## config.mk

```make
export PLATFORM = sky130hd
export DESIGN_NAME = ddc_mode_ctrl
export DESIGN_NICKNAME = d
export VERILOG_FILES = /design/src/rtl/ddc_mode_pkg.sv /design/src/rtl/ddc_scl_sync.sv /design/src/rtl/ddc_low_meter.sv /design/src/rtl/ddc_mode_fsm.sv /design/src/rtl/ddc_mode_ctrl.sv
export SDC_FILE = /design/constraint.sdc
export NUM_CORES = 1
export LEC_CHECK = 0
export ABC_AREA = 0
export CORE_AREA = 10 10 47 49
export DETAILED_ROUTE_END_ITERATION = 10
export DIE_AREA = 0 0 57 59
export PLACE_DENSITY = 0.7
export SLEW_MARGIN = 30
export SYNTH_ARGS = -nofsm -noshare
export SYNTH_HDL_FRONTEND = slang
export SYNTH_HIERARCHICAL = 1
export SYNTH_SLANG_ARGS = --single-unit
export TNS_END_PERCENT = 10
```

## constraint.sdc

```tcl
create_clock -name clk -period 2.65 [get_ports clk]
set_input_delay 0.265 -clock clk [delete_from_list [all_inputs] [get_ports clk]]
set_output_delay 0.265 -clock clk [all_outputs]
set_load 0.01 [all_outputs]
```

## src/rtl/ddc_mode_pkg.sv

```systemverilog
package ddc_mode_pkg;
    typedef enum logic [1:0] {
        CH_IO     = 2'd0,
        CH_UNI    = 2'd1,
        CH_BIDIR  = 2'd2,
        CH_MASTER = 2'd3
    } ch_mode_e;

    function automatic int unsigned low_cycles(input int unsigned low_ns, input int unsigned clk_ps);
        return (low_ns * 1000) / clk_ps + 1;
    endfunction
endpackage

```

## src/rtl/ddc_scl_sync.sv

```systemverilog
module ddc_scl_sync #(
    parameter int unsigned STAGES = 2
) (
    input  logic clk,
    input  logic rst_n,
    input  logic async_i,
    output logic sync_o
);
    logic [STAGES-1:0] chain_d, chain_q;

    always_comb begin
        chain_d = {chain_q[STAGES-2:0], async_i};
    end

    always_ff @(posedge clk or negedge rst_n) begin
        if (!rst_n) chain_q <= '1;
        else        chain_q <= chain_d;
    end

    assign sync_o = chain_q[STAGES-1];
endmodule

```

## src/rtl/ddc_low_meter.sv

```systemverilog
module ddc_low_meter #(
    parameter int unsigned LOW_CYC = 126,
    localparam int unsigned CW = $clog2(LOW_CYC + 1)
) (
    input  logic clk,
    input  logic rst_n,
    input  logic scl_s,
    input  logic clr,
    output logic long_low
);
    typedef struct packed {
        logic [CW-1:0] cnt;
    } meter_t;

    meter_t st_d, st_q;

    always_comb begin
        st_d = st_q;
        if (clr || scl_s)
            st_d.cnt = '0;
        else if (st_q.cnt < CW'(LOW_CYC))
            st_d.cnt = st_q.cnt + 1'b1;
    end

    always_ff @(posedge clk or negedge rst_n) begin
        if (!rst_n) st_q <= '0;
        else        st_q <= st_d;
    end

    assign long_low = (st_q.cnt >= CW'(LOW_CYC));


    cnt_bound_chk: assert property (@(posedge clk) disable iff (!rst_n)
        st_q.cnt <= CW'(LOW_CYC));

    high_restart_chk: assert property (@(posedge clk) disable iff (!rst_n)
        scl_s |=> (st_q.cnt == '0));

    clr_restart_chk: assert property (@(posedge clk) disable iff (!rst_n)
        clr |=> !long_low);
endmodule

```

## src/rtl/ddc_mode_fsm.sv

```systemverilog
module ddc_mode_fsm
    import ddc_mode_pkg::*;
(
    input  logic     clk,
    input  logic     rst_n,
    input  logic     en_n,
    input  logic     ret_req,
    input  logic     mst_go,
    input  logic     long_low,
    output ch_mode_e mode_o,
    output logic     chg_o,
    output logic     chg_now_o
);
    typedef struct packed {
        ch_mode_e mode;
        logic     chg;
    } fsm_t;

    fsm_t st_d, st_q;

    always_comb begin
        st_d = st_q;
        if (en_n) begin
            st_d.mode = CH_IO;
        end else begin
            unique case (st_q.mode)
                CH_IO:  st_d.mode = CH_UNI;
                CH_UNI: begin
                    if (mst_go)        st_d.mode = CH_MASTER;
                    else if (long_low) st_d.mode = CH_BIDIR;
                end
                CH_BIDIR, CH_MASTER: begin
                    if (ret_req) st_d.mode = CH_UNI;
                end
                default: st_d.mode = CH_IO;
            endcase
        end
        st_d.chg = (st_d.mode != st_q.mode);
    end

    always_ff @(posedge clk or negedge rst_n) begin
        if (!rst_n) st_q <= '{mode: CH_IO, chg: 1'b0};
        else        st_q <= st_d;
    end

    assign mode_o    = st_q.mode;
    assign chg_o     = st_q.chg;
    assign chg_now_o = st_d.chg;


    enable_entry_chk: assert property (@(posedge clk) disable iff (!rst_n)
        (st_q.mode == CH_IO && !en_n) |=> (st_q.mode == CH_UNI));

    disable_exit_chk: assert property (@(posedge clk) disable iff (!rst_n)
        en_n |=> (st_q.mode == CH_IO));

    master_entry_chk: assert property (@(posedge clk) disable iff (!rst_n)
        (st_q.mode == CH_UNI && mst_go && !en_n) |=> (st_q.mode == CH_MASTER));

    return_uni_chk: assert property (@(posedge clk) disable iff (!rst_n)
        ((st_q.mode == CH_BIDIR || st_q.mode == CH_MASTER) && ret_req && !en_n)
            |=> (st_q.mode == CH_UNI));

    bidir_entry_chk: assert property (@(posedge clk) disable iff (!rst_n)
        (st_q.mode == CH_UNI && !long_low && !en_n) |=> (st_q.mode != CH_BIDIR));

    chg_pulse_chk: assert property (@(posedge clk) disable iff (!rst_n)
        st_q.chg |-> (st_q.mode != $past(st_q.mode)));

    chg_quiet_chk: assert property (@(posedge clk) disable iff (!rst_n)
        !st_q.chg |-> $stable(st_q.mode));
endmodule

```

## src/rtl/ddc_mode_ctrl.sv

```systemverilog
module ddc_mode_ctrl
    import ddc_mode_pkg::*;
#(
    parameter int unsigned CLK_PS      = 4000,
    parameter int unsigned LOW_NS      = 500,
    parameter int unsigned SYNC_STAGES = 2,
    localparam int unsigned LOW_CYC    = low_cycles(LOW_NS, CLK_PS)
) (
    input  logic       clk,
    input  logic       rst_n,
    input  logic       scl_pin,
    input  logic       en_n,
    input  logic       ret_req,
    input  logic       mst_go,
    output logic [1:0] mode,
    output logic       mode_chg,
    output logic       sda_sel,
    output logic       scl_sel
);
    logic     scl_s;
    logic     long_low;
    logic     chg_now;
    ch_mode_e cur_mode;

    ddc_scl_sync #(.STAGES(SYNC_STAGES)) u_sync (
        .clk     (clk),
        .rst_n   (rst_n),
        .async_i (scl_pin),
        .sync_o  (scl_s)
    );

    ddc_low_meter #(.LOW_CYC(LOW_CYC)) u_meter (
        .clk      (clk),
        .rst_n    (rst_n),
        .scl_s    (scl_s),
        .clr      (en_n | chg_now),
        .long_low (long_low)
    );

    ddc_mode_fsm u_fsm (
        .clk       (clk),
        .rst_n     (rst_n),
        .en_n      (en_n),
        .ret_req   (ret_req),
        .mst_go    (mst_go),
        .long_low  (long_low),
        .mode_o    (cur_mode),
        .chg_o     (mode_chg),
        .chg_now_o (chg_now)
    );

    assign mode    = cur_mode;
    assign sda_sel = (cur_mode != CH_IO);
    assign scl_sel = (cur_mode == CH_BIDIR) || (cur_mode == CH_MASTER);


    sel_nest_chk: assert property (@(posedge clk) disable iff (!rst_n)
        scl_sel |-> sda_sel);

    io_idle_chk: assert property (@(posedge clk) disable iff (!rst_n)
        (mode == 2'd0) |-> (!sda_sel && !scl_sel));
endmodule

```

Yosys cells after proc, flatten, opt, wreduce, memory -nomap -nowiden

Index checks and enable logic that the tools add are counted.

Bitwise operators: 1
$add $sub $neg: 1
Div/mod/pow operators: 0
Multiply operators: 0
Muxes and demuxes: 7
$lt $le $gt $ge: 2
Eq/ne operators: 4
Shifts and indexed selects: 0
Reduce and logical (&&, ||, !) cells: 6

Operators with widths:

| cell                                                                  | number |
|---|---|
| 7-bit two-way mux                                                     | 2 |
| 2-bit two-way mux                                                     | 4 |
| 7-bit by 1-bit adder with 7-bit output, second input constant         | 1 |
| 7-bit >= comparator, second input constant                            | 1 |
| 7-bit < comparator, second input constant                             | 1 |
| 2-bit case mux with 3 select lines                                    | 1 |
| 2-bit equality test, second input constant                            | 2 |
| 2-bit nonzero test                                                    | 2 |
| 2-bit by 1-bit equality test with 1-bit output, second input constant | 1 |
| 2-bit logical NOT                                                     | 1 |
| 1-bit logical OR                                                      | 2 |
| 2-bit inequality test                                                 | 1 |
| 2-bit OR reduction                                                    | 1 |
| 1-bit bitwise OR                                                      | 1 |

Memory bits (writable): 0
Memories: 0
Bits in latches: 0
Word-level logic and storage cells: 25
ROM bits: 0
Input port bits: 6
Register bits after elaboration: 12

Depth between registers and ports, before layout

Gate-level depths: netlist of the first run.

Depth after elaboration: 9
Gate-level depth with buffers: 10
Mapped depth without buffers: 9

Modules after synthesis

Netlist of the first run, hierarchy kept.

By module, submodules not included:

| module        | times used | cells an instance | area an instance (µm²) | seq. area each (µm²) |
|---|---|---|---|---|
| ddc_low_meter | 1          | 40                | 380.4                  | 175.2 |
| ddc_mode_fsm  | 1          | 14                | 143.9                  | 75.1 |
| ddc_scl_sync  | 1          | 2                 | 52.6                   | 52.6 |
| ddc_mode_ctrl | 1          | 3                 | 16.3                   | 0.0 |

Worst setup path after synthesis of the first run

No wires, ideal clock.

Kind: register -> register
From: register u_meter/st_q[0] (netlist bit)
To: register u_meter/st_q[3] (netlist bit)
Required time: 2.564 ns
Arrival: 2.031 ns
Cell stages (with the launch flop): 11
Setup slack: 0.533 ns
Clock period less this slack: 2.117 ns
Path buffers: 1
Library setup time: 0.086 ns
Path through: dfrtp_1 > inv_1 > ha_1 > o211ai_1 > nor2_1 > nor4b_1 > o31ai_1 > or2_1 > or2_2 > clkbuf_1 > nor3_1

Cells in the longest elaborated chain, start to end: 9
Elaborated cells on any way between the ends: 13

Ends and longest elaborated chain:

| item                                                           | RTL line            | RTL |
|---|---|---|
| from (decl)                                                    | ddc_low_meter.sv:15 | `meter_t st_d, st_q;` |
| from (signal assigned)                                         | ddc_low_meter.sv:27 | `else st_q <= st_d;` |
| 7-bit >= comparator *                                          | ddc_low_meter.sv:30 | `assign long_low = (st_q.cnt >= CW'(LOW_CYC));` |
| via long_low                                                   | ddc_mode_ctrl.sv:21 | `logic long_low;` |
| 2-bit two-way mux *                                            | ddc_mode_fsm.sv:30  | `else if (long_low) st_d.mode = CH_BIDIR;` |
| 2-bit two-way mux *                                            | ddc_mode_fsm.sv:29  | `if (mst_go) st_d.mode = CH_MASTER;` |
| 2-bit case mux with 3 select lines *                           | ddc_mode_fsm.sv:26  | `unique case (st_q.mode)` |
| 2-bit two-way mux *                                            | ddc_mode_fsm.sv:23  | `if (en_n) begin` |
| 2-bit inequality test *                                        | ddc_mode_fsm.sv:38  | `st_d.chg = (st_d.mode != st_q.mode);` |
| via chg_now                                                    | ddc_mode_ctrl.sv:22 | `logic chg_now;` |
| 1-bit bitwise OR *                                             | ddc_mode_ctrl.sv:36 | `.clr (en_n \| chg_now),` |
| 1-bit logical OR *                                             | ddc_low_meter.sv:19 | `if (clr \|\| scl_s)` |
| 7-bit two-way mux / 2-bit nonzero test (equally long branches) | -                   |  |

Mark *: on every way through the listed nets, which the timed path passes. The rest lies on a longest branch. The select of a mux whose other input is x is not followed.
A chain may end at the register's enable or synchronous reset.

Final worst setup path of the first run

Ends and elaborated chain as after synthesis.

==> summary.md, run 1 <==
Across all setup checks in the final design, the least slack found is 353 ps. The final route contains 509 vias. For the number of global-route vias before repair, the log shows 474. The run gives 0 as the final hold violation count.

Setup violations remaining at the end of the flow were counted as 0. Maximum cell stage delay along the critical path: 410 ps. For the finished layout cell area, the log shows 742 um^2.

The classification of the worst setup path is flop to flop. TritonCTS sink count: 12. Total standard cell area after synthesis: 593 um^2.

The tools report the nature of the critical path endpoint as a flop. The tools report the total nets after synthesis as 67. In this run the tightest slew margin relative to its limit is 64.0%. The final layout contains 80 nets. For the worst setup path, the data required time is 2840 ps. The slowest stage cell on the critical path was sky130_fd_sc_hd__dfrtp_1.

TritonCTS built the clock tree. The violation count after the first detailed-route iteration is 18, and the pin slew with the least headroom to its limit is 539 ps. In this run the static leakage power is 0.284 nW. In the layout the commonest cells are sky130_fd_sc_hd__clkdlybuf4s50_1 (10), sky130_fd_sc_hd__dfrtp_1 (10), sky130_fd_sc_hd__nor3_1 (5). The sequential fraction of the synthesis area was 51.1%. Count of final max-slew check failures: 0. STA classifies the critical path startpoint as a flop. The placement-stage worst setup slack is 317 ps. Subtracting the final worst setup slack from the clock period gives 2300 ps. The die width is 57 um. The total power of the final layout was 0.376 mW; the final standard cell utilization of the core was 52.9%. In this run, CTS created clock tree buffers numbering 3.

The number of gates resized after CTS is 0, and the placeable core region is 0.00140 mm^2. In the final layout, flip-flops and latches occupy 303 um^2. The first global-routing pass estimated 2230 um of wire. The post-route clock skew is 3.61 ps.

Max-cap violations in this run came to 0. The synthesized design contains 12 register bits. After detailed routing, the number of remaining DRC violations is 0. The floorplan has 14 rows. Number of buffers added to fix hold violations after cts: 0. The routed design has 1230 um of wire.

The tree is rooted in a sky130_fd_sc_hd__clkbuf_4. For this run the aggregate overflow at the end of global routing stands at 0. For the worst setup path, the data arrival time is 2480 ps. The die covers 0.00336 mm^2. The logs give 0 for the number of antenna violations at the first check in global routing and 2 for the buffer levels on the longest clock path. The critical path goes through inv_1 > ha_1 > o211ai_1 > nor2_1 > nor4b_1 > o31ai_1 > or2_1 > or2_2 > nor3_1.

The logs give 0 for the post-CTS setup repair buffer count and 11 for the count of pins on the block boundary. The worst vdd rail ir drop came out at 0.297 mV. Based on the critical path, the design can be clocked at up to 435 MHz. The worst hold path belongs to the class input pin to asynchronous set/reset pin. From synthesis to final layout, the design area changed by 25.1%. In the synthesized netlist, the number of instances is 59.

Along the worst path, the maximum fanout reaches 7. At the end of routability-driven placement, the weighted congestion stood at 0.887. For the CTS H-tree depth, the log shows 1.

The flow ran to the end, and the final reports show no timing, DRC or antenna violations. Final hold analysis gives a worst-case slack of 343 ps. The run gives 6 as the Yosys warning count.

The area occupied by multi-input gates was 275 um^2; the routed wire length per instance was 14.1 um. Before antenna repair, the detailed router went through 4 iterations. In the final timing run, aggregate negative setup slack is 0 ps. The count of distinct cell types in the synthesized netlist is 26, and the number of standard cells in the final layout excluding fillers is 87. The number of antenna diodes in the final layout is 0.

In this run the power density over the cells is 507 mW/mm^2. Once detailed placement completed, the half-perimeter wirelength came to 906 um. The post-route netlist has 14.1% of its cells at a drive strength greater than 1. Once placement finished, the instance area stood at 706 um^2. The filler cells instantiated in the layout total 133.

Post-route fraction of the period consumed by the critical path: 86.7%. Setup repair after global routing left no endpoint under its margin. The quantity of I/O buffers inserted on ports works out to 10. Once detail routing completed, the nets flagged for antenna violations numbered 0.

For the number of placed instances, taps included, the log shows 83. The initial utilization of the core area, before any placement, comes to 42.3%. The average vias per placed instance came out at 5.85.

For the aggregate global-route resource usage, the log shows 8.47%. Clock-pin slew was measured on the worst setup and hold paths at 70 ps. The later pin in the worst-skew pair is clocked with a latency of 270 ps.

The die is 59 um tall. The pin count of the biggest net entering global routing was 13; the per-instance average area after synthesis was 10.1 um^2.
## synthesized netlist by cell type
cell type,instances,share of area (%)
sky130_fd_sc_hd__o21ai_0,2,1.7
sky130_fd_sc_hd__dfstp_2,2,8.9
sky130_fd_sc_hd__ha_1,2,4.2
sky130_fd_sc_hd__nor3_1,5,4.2
sky130_fd_sc_hd__nor4b_1,2,3.0
sky130_fd_sc_hd__o31ai_1,1,1.3
sky130_fd_sc_hd__nor2b_1,1,1.1
sky130_fd_sc_hd__and2b_2,1,1.5
sky130_fd_sc_hd__nand2b_1,1,1.1
sky130_fd_sc_hd__nand3_1,2,1.7
sky130_fd_sc_hd__o211ai_1,1,1.3
sky130_fd_sc_hd__and3_4,1,1.9
sky130_fd_sc_hd__clkbuf_1,2,1.3
sky130_fd_sc_hd__or2_1,2,2.1
sky130_fd_sc_hd__nand4b_1,1,1.5
sky130_fd_sc_hd__nor2_1,3,1.9
sky130_fd_sc_hd__inv_1,2,1.3
sky130_fd_sc_hd__dfrtp_1,10,42
sky130_fd_sc_hd__and3_2,1,1.3
sky130_fd_sc_hd__xnor2_1,1,1.5
sky130_fd_sc_hd__nand2_1,4,2.5
sky130_fd_sc_hd__nor3b_1,1,1.3
sky130_fd_sc_hd__a31oi_1,4,4.2
sky130_fd_sc_hd__or2_2,1,1.1
sky130_fd_sc_hd__a311oi_1,2,3.0
sky130_fd_sc_hd__a21oi_1,4,3.4
## sequential cells by signal, indices dropped and copies added, names as in the netlist
name            count
u_meter/st_q        7
u_fsm/mode_o        2
u_sync/chain_q      2
u_fsm/chg_o         1
## metal layers
layer | GRT usage [%] | wire length (um) | up-vias | part of all wire [%]
met5 | 0 | 0 | - | 0
met3 | 4.72 | 96 | 4 | 7.8
met4 | 4.03 | 17 | 0 | 1.4
li1 | - | - | 244 | -
met2 | 12.7 | 536 | 20 | 44
met1 | 9.54 | 577 | 241 | 47
## final cells by class
| class | count | area share, % |
|---|---|---|
| Timing Repair Buffer | 10 | 13.5 |
| Clock buffer | 4 | 4.89 |
| Multi-Input combinational cell | 43 | 37.1 |
| Inverter | 2 | 1.01 |
| Tap cell | 16 | 2.70 |
| Sequential cell | 12 | 40.8 |
## kinds of logic after synthesis
family | count (synthesis) | synth area share, %
DFF | 12 | 51.1
AOI/OAI and AO/OA | 14 | 14.8
and+or+nand+nor | 26 | 26.0
buffers and inverters | 4 | 2.53
xor gates and xnor gates | 1 | 1.48
adders and majority gates | 2 | 4.22
## final timing paths
| path | from | to | slack [ps] | cells after the start |
|---|---|---|---|---|
| max | u_meter/st_q[0] | u_meter/st_q[3] | 350 | 9 |
| min | rst_n | u_meter/st_q[4] | 340 | 1 |
| max reg2reg | u_meter/st_q[0] | u_meter/st_q[3] | 350 | 9 |
| min reg2reg | u_sync/chain_q[0] | u_sync/chain_q[1] | 360 | 0 |
| max in group asynchronous | rst_n | u_sync/chain_q[1] | 1940 | 1 |
| min in group clk | u_sync/chain_q[0] | u_sync/chain_q[1] | 360 | 0 |
## power by group
part	leakage, nW	internal [mW]	switching, mW
clock	0.0210	0.0835	0.0591
combinational	0.108	0.0220	0.0171
sequential	0.155	0.190	0.00439
## critical path, delay by kind of cell, from the launching register on
family                   cells  cell delay (ps)
AND/OR/NAND/NOR              5             1220
flip-flops                   1              410
AO/OA/AOI/OAI                2              290
adder cells (fa/ha/maj)      1              200
buffers and inverters        1               90
Note: power is estimated with default switching activity, not from simulation.
==> inputs of run 2 (changes only) <==
--- a/config.mk
+++ b/config.mk
@@ -6,10 +6,9 @@
 export NUM_CORES = 1
 export LEC_CHECK = 0
 export ABC_AREA = 0
-export CORE_AREA = 10 10 47 49
+export CORE_MARGIN = 10
+export CORE_UTILIZATION = 25
 export DETAILED_ROUTE_END_ITERATION = 10
-export DIE_AREA = 0 0 57 59
-export PLACE_DENSITY = 0.7
 export SLEW_MARGIN = 30
 export SYNTH_ARGS = -nofsm -noshare
 export SYNTH_HDL_FRONTEND = slang
==> summary.md, run 2 (synthesis results as in run 1) <==
The logs give 12 (unchanged) for the TritonCTS sink count and 2.25% (-2.5 points) for the met3 usage in global routing. The final critical-path required period was 2270 ps (-27.4 ps). The logs give 422 ps (+105 ps) for the placement-stage worst setup slack and 242 (+82%) for the layout filler cell count. Buffer levels on the longest clock path: 2 (unchanged). The logs give 0 (unchanged) for the leftover overflow at the end of global routing and 0 (unchanged) for the antenna violation net count after detailed routing. STA classifies the critical path startpoint as a flop. TritonCTS built the clock tree.

The buffer and inverter count on the worst path came out at 1 (unchanged). The pin slew with the least headroom to its limit works out to 545 ps (+6.24 ps). The tools report the combinational share of power as 10.3% (about the same). The most used routing layer in global routing was met2.

The routed wire length per instance was 12.6 um (-11%). For the detailed-router iteration count before antenna repair, the log shows 4 (unchanged). In this design, the largest share of critical-path delay is due to simple AND/OR/NAND/NOR gates. The critical path depth in cells was 9 (unchanged); the count of pins on the block boundary was 11 (unchanged). The proportion of layout cells with a drive suffix above 1 was 14.1% (unchanged). The worst setup path is of the flop to flop kind. The quantity of I/O buffers inserted on ports was 10 (unchanged); the smallest setup slack after layout was 381 ps (+27.4 ps). The critical path goes through inv_1 > ha_1 > o211ai_1 > nor2_1 > nor4b_1 > o31ai_1 > or2_1 > or2_2 > nor3_1.

Overall die height: 68.7 um (+16%). The die footprint was 0.00472 mm^2 (+40%); the violation count after the first detailed-route iteration was 14 (-4). The worst vdd rail ir drop is 0.234 mV (-21%). The latest clock arrival within the worst-skew pair is 270 ps (about the same), and the aggregate global-route resource usage is 6.01% (-2.5 points). Largest driver fanout on the critical path: 7 (unchanged).

The total net switching power was 0.0838 mW (+3.9%); the number of gates resized after CTS was 0 (unchanged). The number of max-cap violations came out at 0 (unchanged). The CTS H-tree depth was 1 (unchanged).

The number of buffers added to fix hold violations after cts was 0 (unchanged); the post-route fraction of the period consumed by the critical path was 85.6% (-1.0 points). The min-delay analysis places its worst path in the category input pin to asynchronous set/reset pin. The clock slew seen by the registers of the worst setup and hold paths is 80 ps (about the same). Setup repair after global routing left no endpoint under its margin. The total number of vias was 485 (-4.7%). Post-CTS setup repair buffer count: 0 (unchanged). Sum of negative setup slack: 0 ps (unchanged). The logs give 0 (unchanged) for the count of final max-slew check failures and 380 ps (+30 ps) for the setup slack of the most critical reg-to-reg path. The switching share of total power is 22.1% (+0.66 points), and the final wirelength is 1250 um (+1.5%). The die width was 68.7 um (+21%). The slowest stage of the critical path is the sky130_fd_sc_hd__dfrtp_1 cell.

The depth of the most critical reg-to-reg path is 9 (unchanged), and the flip-flop count of the largest register after layout is 7 (unchanged). The final antenna diode count came out at 0 (unchanged). The post-route clock skew was 6.24 ps (+2.63 ps); the half-perimeter wire length of the detailed placement result was 919 um (+1.5%). The run finished with clean final reports. The number of global-route vias before repair is 471 (-0.63%), and the global-route met1 utilization is 7.80% (-1.7 points).

From synthesis to final layout, the design area changed by 27.6%. The part of the total power dissipated in sequential elements came out at 51.3% (-0.4 points). The setup-violating endpoint count in the final report came out at 0 (unchanged). The pin count of the biggest net entering global routing is 13 (unchanged), and the wire length of the first global-routing pass is 2200 um (-1.2%).

The final hold violation count is 0 (unchanged). STA classifies the critical path endpoint as a flop. For the placeable core region, the log shows 0.00223 mm^2 (+59%). For the starting utilization of the core area, the log shows 26.6% (-16 points). The average vias per placed instance is 4.90 (-16%), and the cell area power density is 501 mW/mm^2 (-1.2%). The worst endpoint data arrival time came out at 2450 ps (-30 ps). The tree is rooted in a sky130_fd_sc_hd__clkbuf_4.

The top cell types in the final layout, fill and taps aside, are sky130_fd_sc_hd__clkdlybuf4s50_1 (10), sky130_fd_sc_hd__dfrtp_1 (10), sky130_fd_sc_hd__nor3_1 (5). The last weighted congestion value of the routability-driven placer is 0.852 (-3.9%), and the number of buffers created by CTS is 3 (unchanged). The maximum cell stage delay along the critical path came out at 410 ps (about the same). The global-route track usage on met2 was 8.53% (-4.2 points); the static leakage power was 0.284 nW (unchanged).

The run gives 38.4% (+0.5 points) as the clock share of power. The number of antenna violations at the first check in global routing was 0 (unchanged). Ranked by flip-flop count, first place goes to u_meter/st_q. The remaining design rule violation count was 0 (unchanged).

The logs give 63.6% (-0.42 points) for the max-slew headroom at the worst pin and 0.296 mW (about the same) for the internal power component. The logs give 17 (+3) for the number of cell rows and 80 (unchanged) for the number of nets in the finished design. The logs give 441 MHz (+1.2%) for the achievable clock frequency and 2830 ps (about the same) for the required time of the worst setup path.
-- run 2: final timing paths --
path                                    from                end
setup / recovery             u_meter/st_q[0]    u_meter/st_q[3]
hold / removal                         rst_n    u_meter/st_q[5]
setup reg to reg             u_meter/st_q[0]    u_meter/st_q[3]
hold reg to reg            u_sync/chain_q[0]  u_sync/chain_q[1]
max in group asynchronous              rst_n  u_sync/chain_q[0]
min in group clk           u_sync/chain_q[0]  u_sync/chain_q[1]
-- run 2: cell type report --
cell class                      instances  area [um^2]  area share (%)
Clock buffer                            4         36.3            4.79
Multi-Input combinational cell         43          275            36.4
Tap cell                               28         35.0            4.63
Timing Repair Buffer                   10          100            13.2
Sequential cell                        12          303            40.0
Inverter                                2         7.51           0.992
-- run 2: power groups by stage --
| stage | Combinational (mW) | Sequential, mW | Clock (mW) |
|---|---|---|---|
| 5_1_grt | 0.0427 | 0.195 | 0.164 |
| 6_report | 0.0392 | 0.194 | 0.146 |
| 2_1_floorplan | 0.0131 | 0.199 | 0 |
| 4_1_cts | 0.0400 | 0.195 | 0.154 |
| 3_5_place_dp | 0.0399 | 0.198 | 0 |
| 3_3_place_gp | 0.0397 | 0.198 | 0 |
-- run 2: metal layers --
| layer | vias to the layer above | wire length, um |
|---|---|---|
| met5 | - | 0 |
| met4 | 0 | 17 |
| met3 | 2 | 123 |
| met2 | 14 | 479 |
| met1 | 227 | 626 |
| li1 | 242 | - |
-- run 2: metrics by stage --
stage	power, mW	instances	instance area, um^2	hold slack (ps)	utilization (%)
after floorplan	0.212	59	593	-30.6	-
after global placement	0.238	95	721	347	32.3
after detailed placement	0.238	95	721	347	32.3
after CTS	0.388	99	757	348	33.9
after global routing	0.403	99	757	358	33.9
final	0.379	99	757	339	33.9
-- run 2: worst reg2reg max path: cells and delay by family (launching register included) --
family,cells,cell delay [ps]
simple gates,5,1190
flops,1,410
compound gates,2,280
fa+ha+maj,1,200
buf+inv,1,90
